**config.mk**
```make
export PLATFORM = sky130hd
export DESIGN_NAME = led_trend_disp
export DESIGN_NICKNAME = d
export VERILOG_FILES = /design/src/rtl/led_trend_pkg.sv /design/src/rtl/led_trend_step.sv /design/src/rtl/led_trend_track.sv /design/src/rtl/led_value_fmt.sv /design/src/rtl/led_trend_disp.sv
export SDC_FILE = /design/constraint.sdc
export NUM_CORES = 1
export LEC_CHECK = 0
export BUFFER_PORTS_ARGS = -buffer_cell sky130_fd_sc_hd__buf_2
export CAP_MARGIN = 30
export CORE_UTILIZATION = 43
export CTS_CLUSTER_SIZE = 28
export DETAILED_ROUTE_END_ITERATION = 16
export GPL_TIMING_DRIVEN = 0
export PLACE_DENSITY = 0.78
export SKIP_LAST_GASP = 1
export SLEW_MARGIN = 0
export SYNTH_ARGS = -nofsm -noshare
export SYNTH_HDL_FRONTEND = slang
export SYNTH_SLANG_ARGS = --single-unit
```
**constraint.sdc**
```tcl
create_clock -name clk_i -period 1.6 [get_ports clk_i]
set_clock_uncertainty 0.05 [all_clocks]
set_input_delay 0.08 -clock clk_i [delete_from_list [all_inputs] [get_ports clk_i]]
set_output_delay 0.08 -clock clk_i [all_outputs]
set_load 0.03 [all_outputs]
```
**src/rtl/led_trend_pkg.sv**
```systemverilog
package led_trend_pkg;
   typedef enum logic [1:0] {
      TREND_FLAT = 2'b00,
      TREND_UP   = 2'b01,
      TREND_DOWN = 2'b10,
      TREND_ALT  = 2'b11
   } trend_e;
endpackage

```
**src/rtl/led_trend_step.sv**
```systemverilog
module led_trend_step
   import led_trend_pkg::*;
#(
   parameter int LED_W = 6
) (
   input  logic [LED_W-1:0] cur_i,
   input  trend_e           trend_i,
   input  logic             restart_i,
   output logic [LED_W-1:0] nxt_o
);
   logic             dark;
   logic [LED_W-1:0] up_f;
   logic [LED_W-1:0] dn_f;

   assign dark = (cur_i == '0);

   for (genvar b = 0; b < LED_W; b++) begin : g_bit
      if (b == 0) begin : g_low
         assign up_f[b] = dark;
      end else begin : g_up
         assign up_f[b] = cur_i[b-1];
      end
      if (b == LED_W - 1) begin : g_high
         assign dn_f[b] = dark;
      end else begin : g_dn
         assign dn_f[b] = cur_i[b+1];
      end
   end

   always_comb begin
      if (restart_i) begin
         nxt_o = '0;
      end else begin
         unique case (trend_i)
            TREND_UP:   nxt_o = up_f;
            TREND_DOWN: nxt_o = dn_f;
            default:    nxt_o = ~cur_i;
         endcase
      end
   end
endmodule

```
**src/rtl/led_trend_track.sv**
```systemverilog
module led_trend_track
   import led_trend_pkg::*;
(
   input  logic   clk_i,
   input  logic   rst_ni,
   input  logic   tick_i,
   input  logic   mode_i,
   input  trend_e trend_i,
   output logic   restart_o
);
   logic   seen_q;
   logic   mode_q;
   trend_e trend_q;

   assign restart_o = !seen_q || (mode_i != mode_q) || (trend_i != trend_q);

   always_ff @(posedge clk_i) begin
      if (!rst_ni) begin
         seen_q  <= 1'b0;
         mode_q  <= 1'b0;
         trend_q <= TREND_FLAT;
      end else if (tick_i) begin
         seen_q  <= 1'b1;
         mode_q  <= mode_i;
         trend_q <= trend_i;
      end
   end
endmodule

```
**src/rtl/led_value_fmt.sv**
```systemverilog
module led_value_fmt #(
   parameter int LED_W = 6,
   parameter int VAL_W = 5
) (
   input  logic             unit_i,
   input  logic [VAL_W-1:0] val_i,
   output logic [LED_W-1:0] frame_o
);
   localparam int PAD_W = LED_W - 1 - VAL_W;

   if (PAD_W == 0) begin : g_tight
      assign frame_o = {unit_i, val_i};
   end else begin : g_padded
      assign frame_o = {unit_i, {PAD_W{1'b0}}, val_i};
   end
endmodule

```
**src/rtl/led_trend_disp.sv**
```systemverilog
module led_trend_disp
   import led_trend_pkg::*;
#(
   parameter int LED_W = 6,
   parameter int VAL_W = LED_W - 1
) (
   input  logic             clk_i,
   input  logic             rst_ni,
   input  logic             tick_i,
   input  logic             value_mode_i,
   input  logic             celsius_i,
   input  logic [VAL_W-1:0] temp_i,
   input  logic [1:0]       trend_i,
   output logic [LED_W-1:0] led_o
);
   initial begin
      assert (LED_W >= 2 && VAL_W >= 1 && VAL_W + 1 <= LED_W)
         else $error("led_trend_disp: VAL_W must leave one lamp for the unit flag");
   end

   trend_e           trend;
   logic             restart;
   logic [LED_W-1:0] step_frame;
   logic [LED_W-1:0] val_frame;
   logic [LED_W-1:0] led_q;

   assign trend = trend_e'(trend_i);

   led_trend_track u_track (
      .clk_i     (clk_i),
      .rst_ni    (rst_ni),
      .tick_i    (tick_i),
      .mode_i    (value_mode_i),
      .trend_i   (trend),
      .restart_o (restart)
   );

   led_trend_step #(.LED_W(LED_W)) u_step (
      .cur_i     (led_q),
      .trend_i   (trend),
      .restart_i (restart),
      .nxt_o     (step_frame)
   );

   led_value_fmt #(.LED_W(LED_W), .VAL_W(VAL_W)) u_fmt (
      .unit_i  (celsius_i),
      .val_i   (temp_i),
      .frame_o (val_frame)
   );

   always_ff @(posedge clk_i) begin
      if (!rst_ni) begin
         led_q <= '0;
      end else if (tick_i) begin
         led_q <= value_mode_i ? val_frame : step_frame;
      end
   end

   assign led_o = led_q;
endmodule

```
==> impl_metrics.toml, run 1 <==
[status]
outcome = "finished clean"

[sta]
hold_violations = 0
worstMarginPinSlew_ns = 0.3932
slew_headroom_pct = 73.79
min_period_ns = 1.596
rsz0062_at_grt = "yes"
setup_viol = 0
fin_setup_tns_ns = 0
slew_viol_final = 0
fmax_mhz = 626.6
post-route-period-util_pct = 99.74
hold_slack_ns = 0.07622

[clock_tree]
cts_setup_buffers = 0
cts.clk_slew.worst_paths_ns = 0.07
cts_buffers = 3
cts_tree = "done"
clkLatencyLatePin_ns = 0.28
htree_levels = 1
clockBufferDepth = 2
root_buffer = "clkbuf_4"
clkSinkCount = 10
hold_buffers = 0

[worst_setup_path]
endpoint_kind = "flip-flop"
path_class = "flip-flop to flip-flop"
cp-startpoint = "u_track.mode_q$_SDFFE_PN0P_"
crit_fanout = 6
worst-endpoint-arrival_ns = 1.75
critPathLaunchType = "flip-flop"
reg2reg_from = "u_track.mode_q$_SDFFE_PN0P_"
crit_required_ns = 1.75

[routing]
wire_per_inst_um = 12.98
drt_pass1_iterations = 4
ant_nets = 0
vias_per_cell = 5.600
first_iter_violations = 7
drc = 0
dr_total_vias = 588
routed_wl_mm = 1.363

[grt]
grt_pass1_wl_mm = 2.125
grt_max_degree = 11
antenna_found_initial = 0
grt.overflow.total = 0
grt.total_usage_pct = 21.41
grt_pass1_vias = 499

[cells_and_area]
layout-drive-gt1-share_pct = 28.89
mostFrequentLayoutCells = "buf_2 (16), dfxtp_1 (9), inv_1 (6), o21ai_0 (6), a21o_1 (6)"
n_antenna_cell = 0
fill_cells = 129
area_growth_pct = 25.47
final_common_cell = "buf_2"
fin_nets = 105
stdcell_count = 105
finalInstanceArea_um2 = 758.2

[die]
dieWidth_um = 39.49
die-area_um2 = 1559
die_height_um = 39.49
io-pin-count = 18
start_util_pct = 46.44
core-area_um2 = 1301
rows = 13

[min_path]
hold_path.class = "input pin to flip-flop"
hp-start = "trend_i[1]"

[place]
dp_hpwl_um = 952.1
place_area_um2 = 703.2
place_congestion = 0.7743
placed_cells = 102
port_buffers = 16

[synthesis]
synth.net_count = 85
synth.ff_latch_count = 10
synth_mux_area_share_pct = 4.969
ys_seq_area_share_pct = 33.13
synth_compound_area_share_pct = 29.81
synth-xor-area-share_pct = 2.899
synthCells = 71
avgSynthCellArea_um2 = 8.512
synth.cell_area_um2 = 604.3
synth-adder-area-share_pct = 4.141
ys.flop_type = "dfxtp_1"
synth_top_family_by_area = "compound AO/OA/AOI/OAI gates"
ys_warn_count = 0
async_flop_share_pct = 0
synthDistinctLibCells = 23
synthSimpleGateAreaFrac_pct = 18.01
synth_edf_count = 0

[power]
pwr-share-comb_pct = 20.6
seqPwrFrac_pct = 42.8
swShare_pct = 28.71
p_sw_mw = 0.1852
ir_worst_vdd_uv = 425.7
power.density_nw_per_um2 = 850.6
p_clk_share_pct = 36.6
finalPower_mw = 0.6449
internal-power_mw = 0.4597
cellLeakagePower_nw = 0.3583

[run]
maxCapViolCount = 0
==> synthesized netlist by cell type, types with 2 or more instances <==
master      n  area share, %
dfxtp_1    10             33
a21o_1      6            7.5
inv_1       6            3.7
o21ai_0     6            5.0
nor2b_1     5            5.2
a221oi_1    4            5.8
clkbuf_1    4            2.5
nand3_1     4            3.3
o2bb2ai_1   4            5.8
mux2i_1     3            5.0
a31oi_1     2            2.1
and2_1      2            2.1
and3_2      2            2.5
ha_1        2            4.1
o31ai_1     2            2.5
xor2_1      2            2.9
==> power groups by stage <==
stage | logic [mW] | clock network (mW) | registers, mW
finish | 0.133 | 0.236 | 0.276
global route | 0.147 | 0.254 | 0.278
floorplan | 0.0774 | 0 | 0.291
detailed placement | 0.127 | 0 | 0.281
global placement | 0.124 | 0 | 0.280
CTS | 0.129 | 0.242 | 0.275
==> worst paths after layout <==
| check | to | slack (ns) | depth (start not counted) |
|---|---|---|---|
| max | led_o[0]$_SDFFE_PN0P_ | 0.004 | 3 |
| min | u_track.trend_q[1]$_SDFFE_PN0P_ | 0.08 | 3 |
| max reg2reg | led_o[0]$_SDFFE_PN0P_ | 0.004 | 3 |
| min reg2reg | u_track.seen_q$_SDFFE_PN0P_ | 0.43 | 1 |
==> final cells by class <==
type	count	area (um2)	area share (%)
Clock buffer	4	36.28	4.785
Sequential cell	10	201.4	26.57
Tap cell	15	18.77	2.475
Timing Repair Buffer	16	80.08	10.56
Multi-Input combinational cell	50	384.1	50.66
Inverter	6	22.52	2.970
Buffer	4	15.01	1.980
==> per-layer routing <==
metal / track usage [%] / wire, um / up-vias
met3: 10.80 / 72 / 5
met2: 32.38 / 628 / 13
met4: 10.34 / 31 / 0
li1: - / - / 298
met5: 0 / 0 / -
met1: 24.49 / 630 / 272
==> metrics by stage <==
stage	utilization, %	setup WS, ns
floorplan	-	-0.006392
global placement	54.04	-0.06536
detailed placement	54.04	-0.08466
CTS	57.79	-0.06818
global route	58.27	-0.03749
finish	58.27	0.004124
==> flip-flops by register name, summed over array words and instances (netlist names) <==
register	flops
u_track.trend_q	2
u_track.mode_q	1
u_track.seen_q	1
led_o	6
==> logic make-up (layout without fill, tap and decap cells) <==
family / Yosys count / after routing
flip-flops: 10 / 10
multiplexers: 3 / 3
adder cells (fa/ha/maj): 2 / 2
XOR/XNOR: 2 / 2
AND/OR/NAND/NOR: 18 / 18
AO/OA/AOI/OAI: 25 / 25
buffers and inverters: 11 / 30
==> repair_timing <==
| item | in CTS | in global routing |
|---|---|---|
| pin swaps | 4 | 1 |
| setup endpoints to repair | 2 | 4 |
| resized for setup | 4 | 3 |
==> critical path, cell delays in order (launching register included) <==
cell	delay (ns)
dfxtp_2	0.32
or3b_1	0.34
or4_4	0.59
o31ai_2	0.22
Power figures use the tool's default switching activity.
==> run 2: changes to the inputs <==
Settings changed: CORE_AREA set to 2 2 39 41, CORE_UTILIZATION 43 to unset, DIE_AREA set to 0 0 41 43, PLACE_DENSITY 0.78 to 0.79.
Clock period 1.6 ns to 1.69 ns, I/O delays scaled along.
==> run 2 against run 1 <==
Worst setup slack improved by 0.027 ns. Final area is the same. First-iteration DRC count rose to 2.9 times the previous value. Clock power fell by 8%. Core utilization shrank 3.5 points. Critical path depth unchanged. Flip-flop and latch count is the same. Clock-buffer cell count stayed put. Non-clock buffer count did not move. Worst hold slack improved by 0.028 ns. Sequential power is 5% lower. Critical endpoint is now led_o[5]$_SDFFE_PN0P_. Largest cell class unchanged. Highest routed layer unchanged.
==> impl_metrics.toml, run 2 (synthesis results as in run 1) <==
[routing]
wire_per_inst_um = 13.19
first_iter_violations = 20
vias_per_cell = 5.811
routed_wl_mm = 1.398
ant_nets = 0
drc = 0
dr_total_vias = 616
drt_pass1_iterations = 4

[clock_tree]
clkLatencyLatePin_ns = 0.27
cts.clk_slew.worst_paths_ns = 0.07
cts_buffers = 3
clkSinkCount = 10
hold_buffers = 0
cts_setup_buffers = 0
htree_levels = 1
root_buffer = "clkbuf_4"
cts_tree = "done"
clockBufferDepth = 2

[min_path]
hold_path.class = "input pin to flip-flop"

[sta]
worstMarginPinSlew_ns = 0.4053
post-route-period-util_pct = 98.15
hold_violations = 0
slew_viol_final = 0
setup_viol = 0
min_period_ns = 1.659
fmax_mhz = 602.9
rsz0062_at_grt = "no"
slew_headroom_pct = 72.98

[worst_setup_path]
worst-endpoint-arrival_ns = 1.80
crit_fanout = 6
crit_required_ns = 1.83
slowest_delay_ns = 0.60
reg2reg_from = "u_track.mode_q$_SDFFE_PN0P_"
endpoint_kind = "flip-flop"
crit_cells = 3
r2r.worst_path.cells = 3
path_class = "flip-flop to flip-flop"
critPathBufInv = 0
critPathLaunchType = "flip-flop"
rrSetupSlack_ns = 0.03
slowest_stage = "or4_4"
cpLargestDelayFamily = "simple AND/OR/NAND/NOR gates"
rr_endpoint = "led_o[5]$_SDFFE_PN0P_"
cp-endpoint = "led_o[5]$_SDFFE_PN0P_"
path_cells = "or3b_1 > or4_4 > o31ai_4"
cp-startpoint = "u_track.mode_q$_SDFFE_PN0P_"

[power]
ir_worst_vdd_uv = 347.4
cellLeakagePower_nw = 0.3578
finalPower_mw = 0.6063
power.density_nw_per_um2 = 799.6

[grt]
grt_pass1_wl_mm = 2.270
grt.total_usage_pct = 18.93
grt.overflow.total = 0
grt_max_degree = 11
grt_pass1_vias = 539
antenna_found_initial = 0

[cells_and_area]
layout-drive-gt1-share_pct = 27.78
largest_reg_flops = 6
stdcell_count = 106
mostFrequentLayoutCells = "buf_2 (16), dfxtp_1 (10), inv_1 (6), o21ai_0 (6), a21o_1 (6)"
n_antenna_cell = 0
fill_cells = 133
final_common_cell = "buf_2"
fin_nets = 105
area_growth_pct = 25.47

[die]
rows = 14
die-area_um2 = 1763
io-pin-count = 18
start_util_pct = 43.67
dieWidth_um = 41
die_height_um = 43
core-area_um2 = 1384

[place]
place_congestion = 0.7200
dp_hpwl_um = 972.4
port_buffers = 16
placed_cells = 103

[run]
maxCapViolCount = 0

[status]
outcome = "finished clean"
==> run 2: metrics by stage <==
| step | instance area (um2) | TNS, ns | hold slack [ns] | util [%] | setup slack, ns |
|---|---|---|---|---|---|
| 5_1_grt | 758.2 | 0 | 0.1241 | 54.79 | 0.01389 |
| 4_1_cts | 755.7 | -0.001187 | 0.1012 | 54.61 | -0.0007989 |
| 3_5_place_dp | 704.4 | -0.01523 | 0.3786 | 50.90 | -0.01312 |
| 2_1_floorplan | 604.3 | 0 | 0.2036 | - | 0.08361 |
| 3_3_place_gp | 704.4 | 0 | 0.3540 | 50.90 | 0.03451 |
| 6_report | 758.2 | 0 | 0.1039 | 54.79 | 0.03132 |
==> run 2: what timing repair did <==
item,in CTS,in global routing
hold endpoints to repair,0,0
setup endpoints to repair,2,2
gates resized for setup,4,2
pin swaps,1,0
==> run 2: power breakdown <==
group          internal, mW  total [mW]  switching (mW)
clock                 0.131       0.217          0.0868
sequential            0.248       0.261          0.0129
combinational        0.0557       0.128          0.0721
==> run 2: how the worst min path moves through the flow <==
stage                             from                         endpoint  slack (ns)  depth (start not counted)
final                       trend_i[1]  u_track.trend_q[1]$_SDFFE_PN0P_        0.10                          3
after global routing        trend_i[0]  u_track.trend_q[0]$_SDFFE_PN0P_        0.12                          3
after CTS                   trend_i[0]  u_track.trend_q[0]$_SDFFE_PN0P_        0.10                          3
after detailed placement     temp_i[4]            led_o[4]$_SDFFE_PN0P_        0.38                          4
after global placement      trend_i[0]  u_track.trend_q[0]$_SDFFE_PN0P_        0.35                          3
after floorplan           value_mode_i      u_track.mode_q$_SDFFE_PN0P_        0.20                          2
==> run 2: layout make-up <==
cell class	instances	area, um2	area share [%]
Multi-Input combinational cell	50	384.1	50.66
Sequential cell	10	200.2	26.40
Timing Repair Buffer	16	80.08	10.56
Clock buffer	4	36.28	4.785
Inverter	6	22.52	2.970
Tap cell	16	20.02	2.640
Buffer	4	15.01	1.980
==> run 2: tightest hold or removal path: stages <==
cell and delay (ns):
buf_2 0.13, mux2i_1 0.08, nor2b_1 0.10
==> run 2: layer usage <==
layer	vias to the layer above	share of wire (%)	GRT usage [%]
li1	300	-	-
met5	-	0	0
met4	0	1.4	10.00
met1	293	45	24.03
met2	21	48	28.13
met3	2	5.5	4.712
